### config.mk
export PLATFORM = sky130hd
export DESIGN_NAME = spi_flag_unit
export DESIGN_NICKNAME = d
export VERILOG_FILES = /design/src/rtl/spi_flag_pkg.sv /design/src/rtl/spi_flag_sticky.sv /design/src/rtl/spi_flag_cfg.sv /design/src/rtl/spi_flag_unit.sv
export SDC_FILE = /design/constraint.sdc
export NUM_CORES = 1
export LEC_CHECK = 0
export ABC_AREA = 1
export BUFFER_PORTS_ARGS = -buffer_cell sky130_fd_sc_hd__buf_2
export CAP_MARGIN = 10
export CORE_UTILIZATION = 45
export CTS_BUF_LIST = sky130_fd_sc_hd__clkbuf_4
export DETAILED_ROUTE_END_ITERATION = 12
export PLACE_DENSITY = 0.79
export RECOVER_POWER = 50
export SLEW_MARGIN = 20
export SYNTH_ARGS = -nofsm -noshare
export SYNTH_HDL_FRONTEND = slang
export SYNTH_SLANG_ARGS = --single-unit
### constraint.sdc
create_clock -name clk -period 1.8 [get_ports clk]
set_input_delay 0.09 -clock clk [delete_from_list [all_inputs] [get_ports clk]]
set_output_delay 0.09 -clock clk [all_outputs]
set_load 0.01 [all_outputs]
### src/rtl/spi_flag_pkg.sv
package spi_flag_pkg;

    typedef enum logic [2:0] {
        A_OPSTAT  = 3'd0,
        A_OPMASK  = 3'd1,
        A_FIFOERR = 3'd2,
        A_FIFOEN  = 3'd3,
        A_CLKERR  = 3'd4,
        A_CLKEN   = 3'd5
    } reg_addr_e;

    localparam int OP_EVT_W   = 4;
    localparam int OP_EVT_LSB = 8;
    localparam int OP_LIV_W   = 4;
    localparam int OP_LIV_LSB = 4;
    localparam int FE_W       = 4;
    localparam int FE_LSB     = 2;
    localparam int CE_W       = 2;
    localparam int CE_LSB     = 0;
    localparam int MIN_DATA_W = OP_EVT_LSB + OP_EVT_W;

    typedef struct packed {
        logic in_done;
        logic out_done;
        logic in_svc;
        logic out_svc;
    } op_evt_t;

    typedef struct packed {
        logic in_full;
        logic out_full;
        logic in_nempty;
        logic out_nempty;
    } op_live_t;

    typedef struct packed {
        logic out_ovr;
        logic in_udr;
        logic out_udr;
        logic in_ovr;
    } fifo_err_t;

    typedef struct packed {
        logic clk_ovr;
        logic clk_udr;
    } clk_err_t;

    function automatic logic [31:0] place(input logic [31:0] field, input int lsb);
        return field << lsb;
    endfunction

endpackage

### src/rtl/spi_flag_sticky.sv
module spi_flag_sticky #(
    parameter int W = 4
) (
    input  logic         clk,
    input  logic         rst,
    input  logic [W-1:0] set_i,
    input  logic [W-1:0] clr_i,
    output logic [W-1:0] flags_o
);

    always_ff @(posedge clk) begin
        if (rst)
            flags_o <= '0;
        else
            flags_o <= (flags_o & ~clr_i) | set_i;
    end


    sticky_set_chk: assert property (@(posedge clk) disable iff (rst)
        (set_i != '0) |=> ((flags_o & $past(set_i)) == $past(set_i)));


    sticky_clr_chk: assert property (@(posedge clk) disable iff (rst)
        ((clr_i & ~set_i) != '0) |=> ((flags_o & $past(clr_i & ~set_i)) == '0));


    sticky_hold_chk: assert property (@(posedge clk) disable iff (rst)
        (set_i == '0 && clr_i == '0) |=> $stable(flags_o));

endmodule

### src/rtl/spi_flag_cfg.sv
module spi_flag_cfg #(
    parameter int W = 4
) (
    input  logic         clk,
    input  logic         rst,
    input  logic         we_i,
    input  logic [W-1:0] d_i,
    output logic [W-1:0] q_o
);

    always_ff @(posedge clk) begin
        if (rst)
            q_o <= '0;
        else if (we_i)
            q_o <= d_i;
    end

endmodule

### src/rtl/spi_flag_unit.sv
module spi_flag_unit
    import spi_flag_pkg::*;
#(
    parameter int DATA_W = 16,
    parameter int ADDR_W = 3
) (
    input  logic              clk,
    input  logic              rst,
    input  logic [ADDR_W-1:0] reg_addr,
    input  logic              reg_wr,
    input  logic [DATA_W-1:0] reg_wdata,
    output logic [DATA_W-1:0] reg_rdata,
    input  logic              in_fifo_full,
    input  logic              out_fifo_full,
    input  logic              in_fifo_nempty,
    input  logic              out_fifo_nempty,
    input  logic              in_count_done,
    input  logic              out_count_done,
    input  logic              in_svc_req,
    input  logic              out_svc_req,
    input  logic              out_overrun,
    input  logic              in_underrun,
    input  logic              out_underrun,
    input  logic              in_overrun,
    input  logic              sclk_overrun,
    input  logic              sclk_underrun,
    output logic              irq
);

    localparam int WD_W = (DATA_W > 32) ? 32 : DATA_W;

    op_evt_t   op_set, op_flags, op_mask;
    op_live_t  op_live;
    fifo_err_t fe_set, fe_flags, fe_en;
    clk_err_t  ce_set, ce_flags, ce_en;

    logic [31:0] wd;
    logic        hit_opstat, hit_opmask, hit_fe, hit_feen, hit_ce, hit_ceen;

    assign wd = 32'(reg_wdata[WD_W-1:0]);

    assign hit_opstat = reg_wr && (reg_addr == ADDR_W'(A_OPSTAT));
    assign hit_opmask = reg_wr && (reg_addr == ADDR_W'(A_OPMASK));
    assign hit_fe     = reg_wr && (reg_addr == ADDR_W'(A_FIFOERR));
    assign hit_feen   = reg_wr && (reg_addr == ADDR_W'(A_FIFOEN));
    assign hit_ce     = reg_wr && (reg_addr == ADDR_W'(A_CLKERR));
    assign hit_ceen   = reg_wr && (reg_addr == ADDR_W'(A_CLKEN));

    assign op_live = '{in_full: in_fifo_full, out_full: out_fifo_full,
                       in_nempty: in_fifo_nempty, out_nempty: out_fifo_nempty};
    assign op_set  = '{in_done: in_count_done, out_done: out_count_done,
                       in_svc: in_svc_req, out_svc: out_svc_req};
    assign fe_set  = '{out_ovr: out_overrun, in_udr: in_underrun,
                       out_udr: out_underrun, in_ovr: in_overrun};
    assign ce_set  = '{clk_ovr: sclk_overrun, clk_udr: sclk_underrun};

    // Sticky flag banks: write-one-to-clear, set dominates
    spi_flag_sticky #(.W(OP_EVT_W)) u_op_flags (
        .clk(clk), .rst(rst), .set_i(op_set),
        .clr_i(hit_opstat ? wd[OP_EVT_LSB +: OP_EVT_W] : '0),
        .flags_o(op_flags)
    );

    spi_flag_sticky #(.W(FE_W)) u_fe_flags (
        .clk(clk), .rst(rst), .set_i(fe_set),
        .clr_i(hit_fe ? wd[FE_LSB +: FE_W] : '0),
        .flags_o(fe_flags)
    );

    spi_flag_sticky #(.W(CE_W)) u_ce_flags (
        .clk(clk), .rst(rst), .set_i(ce_set),
        .clr_i(hit_ce ? wd[CE_LSB +: CE_W] : '0),
        .flags_o(ce_flags)
    );

    // Gating registers share their flags' bit positions
    spi_flag_cfg #(.W(OP_EVT_W)) u_op_mask (
        .clk(clk), .rst(rst), .we_i(hit_opmask),
        .d_i(wd[OP_EVT_LSB +: OP_EVT_W]), .q_o(op_mask)
    );

    spi_flag_cfg #(.W(FE_W)) u_fe_en (
        .clk(clk), .rst(rst), .we_i(hit_feen),
        .d_i(wd[FE_LSB +: FE_W]), .q_o(fe_en)
    );

    spi_flag_cfg #(.W(CE_W)) u_ce_en (
        .clk(clk), .rst(rst), .we_i(hit_ceen),
        .d_i(wd[CE_LSB +: CE_W]), .q_o(ce_en)
    );

    logic [31:0] rd32;

    always_comb begin
        case (reg_addr)
            ADDR_W'(A_OPSTAT):  rd32 = place(32'(op_flags), OP_EVT_LSB) |
                                       place(32'(op_live), OP_LIV_LSB);
            ADDR_W'(A_OPMASK):  rd32 = place(32'(op_mask), OP_EVT_LSB);
            ADDR_W'(A_FIFOERR): rd32 = place(32'(fe_flags), FE_LSB);
            ADDR_W'(A_FIFOEN):  rd32 = place(32'(fe_en), FE_LSB);
            ADDR_W'(A_CLKERR):  rd32 = place(32'(ce_flags), CE_LSB);
            ADDR_W'(A_CLKEN):   rd32 = place(32'(ce_en), CE_LSB);
            default:            rd32 = '0;
        endcase
    end

    assign reg_rdata = DATA_W'(rd32[WD_W-1:0]);

    assign irq = (|(op_flags & ~op_mask)) | (|(fe_flags & fe_en)) |
                 (|(ce_flags & ce_en));

    initial begin
        width_chk: assert (DATA_W >= MIN_DATA_W && ADDR_W >= 3);
    end


    reset_state_chk: assert property (@(posedge clk)
        rst |=> (!irq && op_flags == '0 && fe_flags == '0 && ce_flags == '0));


    gated_quiet_chk: assert property (@(posedge clk) disable iff (rst)
        (fe_en == '0 && ce_en == '0 && op_mask == '1) |-> !irq);


    live_write_chk: assert property (@(posedge clk) disable iff (rst)
        (hit_opstat && wd[OP_EVT_LSB +: OP_EVT_W] == '0) |=> $stable(op_mask));

endmodule

After elaboration in Yosys (flattened, before gate mapping) --
Index checks and enable logic that the tools add are counted. Widths: inputs -> output; s select.
Cells by class: equality and inequality tests 5, muxes and demuxes 4, bitwise logic cells 16, reduce and logical (&&, ||, !) cells 10
Operators by type and width (count):
- $pmux 12 s6 | 1
- $and 4x4->4 | 4
- $not 4->4 | 3
- $or 12x8->12 | 1
- $mux 4 | 2
- $or 4x4->4 | 2
- $reduce_or 4->1 | 2
- $eq 3x2->1 const B | 2
- $eq 3x3->1 const B | 2
- $logic_and 1x1->1 | 6
- $and 2x2->2 | 2
- $eq 3x1->1 const B | 1
- $logic_not 3->1 | 1
- $mux 2 | 1
- $not 2->2 | 1
- $or 1x1->1 | 2
- $or 2x2->2 | 1
- $reduce_or 2->1 | 1
Word-level totals: word-level logic and storage cells 41, register bits 20, output and inout bits 17, input bits 36

Logic depth before layout (Yosys ltp) --
depth in word-level cells 6, mapped depth 6, gate-level depth less buffers 6

Hierarchy --
Synthesis repeated with hierarchy kept, for this count alone.
Second synthesis, totals: cells, all modules 212, area total of the unflattened synthesis 1241.2 sq um
By module, submodules not included:
- spi_flag_unit | instances 1, area an instance 451.7 sq um, cells an instance 97, seq. area each 0.0 sq um
- spi_flag_cfg at u_fe_en ... | instances 2, area an instance 172.7 sq um, cells an instance 26, seq. area each 80.1 sq um
- spi_flag_sticky at u_fe_flags ... | instances 2, area an instance 145.1 sq um, cells an instance 20, seq. area each 80.1 sq um
- spi_flag_cfg at u_ce_en | instances 1, area an instance 81.3 sq um, cells an instance 13, seq. area each 40.0 sq um
- spi_flag_sticky at u_ce_flags | instances 1, area an instance 72.6 sq um, cells an instance 10, seq. area each 40.0 sq um

Worst setup path after synthesis --
OpenSTA, ideal clock, no wires.
path type input to output, from input reg_addr[0], to output reg_rdata[10], arrival time 0.813 ns, setup slack 0.897 ns, cell stages on the path 4, data required time 1.710 ns, cell sequence buf_2 -> nor2_4 -> nand2_2 -> o22ai_1
On the way: longest elaborated chain between the ends 2, elaborated cells on any way between the ends 7
RTL lines:
- start, declared | RTL line spi_flag_unit.sv:9 | input logic [ADDR_W-1:0] reg_addr,
- $eq 3x3->1, or another cell as far along | RTL line spi_flag_unit.sv:95 | case (reg_addr)
- $pmux 12 s6 (*) | RTL line spi_flag_unit.sv:95
- end, declared | RTL line spi_flag_unit.sv:12 | output logic [DATA_W-1:0] reg_rdata,
Mark *: on every way between the ends. The rest lies on a longest branch, timed or not.

Final worst setup path --
from input reg_addr[2], to output reg_rdata[4]
Same word-level chain as after synthesis.

==> impl_metrics.env <==
export IMPL_post_synth_xor_area_fraction_pct=0
export IMPL_overflow=0
export IMPL_dpl_cell_count=214
export IMPL_critPathCaptureType="output pin"
export IMPL_path_max_fanout=13
export IMPL_worst_setup_hold_path_clk_slew_ns=0.11
export IMPL_setup_worst_path_class="input pin to output pin"
export IMPL_grt_total_usage_pct=21.6
export IMPL_pwr_density_cell_nw_per_um2=654
export IMPL_largest_net_degree_at_the_start_of_global_routing=14
export IMPL_synthMuxAreaShare_pct=0
export IMPL_leading_cell_type_in_the_layout_fill_and_taps_excluded="sky130_fd_sc_hd__buf_2"
export IMPL_dominant_combinational_cell_family_by_area_after_synthesis="simple AND/OR/NAND/NOR gates"
export IMPL_leakage_nw=0.614
export IMPL_initialDrtViolationCount=45
export IMPL_yosys_warnings=0
export IMPL_post_dp_hpwl_um=1970
export IMPL_maximum_vdd_drop_mv=0.419
export IMPL_setup_violations_final=0
export IMPL_timing_critical_path_slowest_cell_delay_ns=0.36
export IMPL_synth_seq_cells=20
export IMPL_gp_congestion=0.859
export IMPL_setup_total_negative_slack_ns=0
export IMPL_cts_made_buffers=3
export IMPL_drt_pass1_iter_count=4
export IMPL_crit_reg2reg_launch="u_op_flags.flags_o[1]"
export IMPL_placement_io_buffers=42
export IMPL_critical_path_slowest_cell="sky130_fd_sc_hd__inv_1"
export IMPL_holdCritStartpoint="sclk_underrun"
export IMPL_ctsResizeCount=0
export IMPL_design_core_area_um2=2210
export IMPL_worst_hold_class="input pin to register"
export IMPL_cp_cell_sequence="buf_2 > inv_1 > nand3_1 > o221ai_1 > buf_2"
export IMPL_postSynthCellCount=149
export IMPL_antenna_found_initial=0
export IMPL_ports_placed_on_the_boundary=53
export IMPL_routed_via_count=1164
export IMPL_clock_root_buffer="sky130_fd_sc_hd__clkbuf_4"
export IMPL_critPathArrivalTime_ns=1.27
export IMPL_cts_sinks=20
export IMPL_report_final_hold_viol_count=0
export IMPL_cts_tree="yes"
export IMPL_wl_per_cell_um=12.1
export IMPL_critPathLaunch="reg_addr[2]"
export IMPL_final_instance_count_excl_fill=223
export IMPL_antenna_violating_nets_left=0
export IMPL_post_route_cells_drive_above_1_share_pct=26.7
export IMPL_post_synth_num_cell_types=27
export IMPL_share_of_the_yosys_chip_area_belonging_to_registers_pct=37.8
export IMPL_report_power_total_uw=869
export IMPL_clock_latency_ns=0.30
export IMPL_drc=0
export IMPL_drv_cap=0
export IMPL_rows=17
export IMPL_cts_buffer_depth=2
export IMPL_post_route_min_period_ns=1.36
export IMPL_first_pass_grt_wire_length_um=4200
export IMPL_floorplan_die_width_um=50.5
export IMPL_critical_path_top_cell_by_count="sky130_fd_sc_hd__buf_2"
export IMPL_synth_compound_area_share_pct=19.8
export IMPL_final_nets=232
export IMPL_layout_common_cells="42 x sky130_fd_sc_hd__buf_2, 22 x sky130_fd_sc_hd__inv_1, 20 x sky130_fd_sc_hd__dfxtp_1"
export IMPL_drt_total_wl_um=2690
export IMPL_synthToLayoutAreaGrowth_pct=25.4
export IMPL_cts_max_level=1
export IMPL_layout_filler_cells=217
export IMPL_synth_simple_gate_area_share_pct=27.6
export IMPL_required_time_reported_for_the_critical_path_endpoint_ns=1.71
export IMPL_result_of_the_run="finished, final reports clean"
export IMPL_via_count_of_the_first_global_routing_pass=1031
export IMPL_timing_clock_skew_ns=0
export IMPL_die_area_um2=2550
export IMPL_final_core_utilization_pct=60.1
export IMPL_start_util_pct=47.9
export IMPL_insertedDiodeCount=0
export IMPL_count_of_pins_over_their_slew_limit=0
export IMPL_period_utilisation_layout_pct=75.5
export IMPL_post_drt_via_cell_ratio=5.22
export IMPL_achievable_frequency_mhz=736
export IMPL_setup_worst_path_start_class="input pin"
export IMPL_chipHeight_um=50.5
export IMPL_synth_adder_area_share_pct=0
export IMPL_post_synth_cell_area_avg_um2=7.11
export IMPL_combined_area_of_all_synthesized_cells_um2=1060
export IMPL_rsz_0062_raised_after_global_routing="false"
worst max-delay path, delay by kind of cell:
family	cells	cell delay (ns)
compound gates	1	0.24
buf+inv	3	0.66
simple gates	1	0.28
per-stage QoR:
stage	hold WS (ns)	worst slack [ns]	cell area, um^2
2_1_floorplan	0.207	0.897	1070
6_report	0.00424	0.441	1330
5_1_grt	0.0107	0.367	1330
3_5_place_dp	0.305	0.662	1260
4_1_cts	0.0103	0.557	1330
3_3_place_gp	0.297	0.679	1260
Yosys cell counts:
master / count / area share [%]
sky130_fd_sc_hd__buf_4: 4 / 2.8
sky130_fd_sc_hd__o21ai_1: 13 / 6.1
sky130_fd_sc_hd__nand2_1: 15 / 5.3
sky130_fd_sc_hd__buf_6: 1 / 1.1
sky130_fd_sc_hd__nand4_1: 12 / 7.1
sky130_fd_sc_hd__nand3_1: 4 / 1.9
sky130_fd_sc_hd__nor3_1: 4 / 1.9
sky130_fd_sc_hd__nand2_2: 1 / 0.59
sky130_fd_sc_hd__nor2_1: 13 / 4.6
sky130_fd_sc_hd__dfxtp_1: 20 / 38
sky130_fd_sc_hd__buf_2: 2 / 0.94
sky130_fd_sc_hd__nand3_4: 1 / 1.7
sky130_fd_sc_hd__nor2_4: 2 / 2.1
sky130_fd_sc_hd__o21ai_0: 2 / 0.94
sky130_fd_sc_hd__clkbuf_1: 1 / 0.35
sky130_fd_sc_hd__inv_1: 21 / 7.4
sky130_fd_sc_hd__nand4_2: 1 / 1.2
sky130_fd_sc_hd__nand3b_1: 1 / 0.71
sky130_fd_sc_hd__clkinv_1: 1 / 0.35
sky130_fd_sc_hd__a21oi_1: 16 / 7.6
sky130_fd_sc_hd__inv_2: 4 / 1.4
sky130_fd_sc_hd__a22oi_1: 1 / 0.71
sky130_fd_sc_hd__o211ai_1: 1 / 0.71
sky130_fd_sc_hd__nor2_2: 1 / 0.59
sky130_fd_sc_hd__o22ai_1: 5 / 3.0
sky130_fd_sc_hd__conb_1: 1 / 0.35
sky130_fd_sc_hd__o221ai_1: 1 / 0.83
metal layers:
| metal | up-vias | track usage [%] | share of wire [%] |
|---|---|---|---|
| met2 | 50 | 36.4 | 49 |
| met5 | - | 0 | 0 |
| met3 | 6 | 2.73 | 6.3 |
| met1 | 521 | 26.3 | 43 |
| met4 | 0 | 12.0 | 1.7 |
| li1 | 587 | - | - |
path summary, 6_finish.rpt:
path | endpoint | cells past startpoint | slack [ns]
worst max-delay path | reg_rdata[4] | 5 | 0.44
worst min-delay path | u_ce_flags.flags_o[0] | 3 | 0.004
worst max register to register | u_op_flags.flags_o[1] | 2 | 1.12
worst min register to register | u_fe_flags.flags_o[2] | 2 | 0.47
layout make-up:
class	instances	area (um^2)	share of cell area [%]
clock buffers	3	22.5	1.69
flip-flops and latches	20	400	30.1
clock inverters	1	3.75	0.282
well taps	28	35.0	2.64
multi-input cells	98	509	38.3
repair buffers	47	260	19.6
inverters	26	97.6	7.34
power breakdown:
group          leakage, nW  switching [mW]  internal, mW  total (mW)
clock               0.0154           0.140        0.0809       0.220
combinational        0.433          0.0974        0.0684       0.166
sequential           0.165          0.0157         0.467       0.482
total                0.614           0.253         0.616       0.869
flip-flops by register name, indices dropped and copies added (netlist names):
register and flops:
u_fe_flags.flags_o 4, u_ce_en.q_o 2, u_fe_en.q_o 4, u_op_mask.q_o 4
u_op_flags.flags_o 4, u_ce_flags.flags_o 2
logic make-up (layout without fill, tap and decap cells):
| group | Yosys count | count (layout) |
|---|---|---|
| buffers and inverters | 34 | 77 |
| DFF | 20 | 20 |
| other | 1 | 4 |
| AOI/OAI and AO/OA | 39 | 39 |
| and+or+nand+nor | 55 | 55 |
what timing repair did:
action,4_1_cts,5_1_grt
setup endpoints to repair,0,0
buffers inserted,0,0
endpoints found under the hold margin,4,1
hold buffers,4,1
No activity file was read; power rests on OpenSTA's default activity.
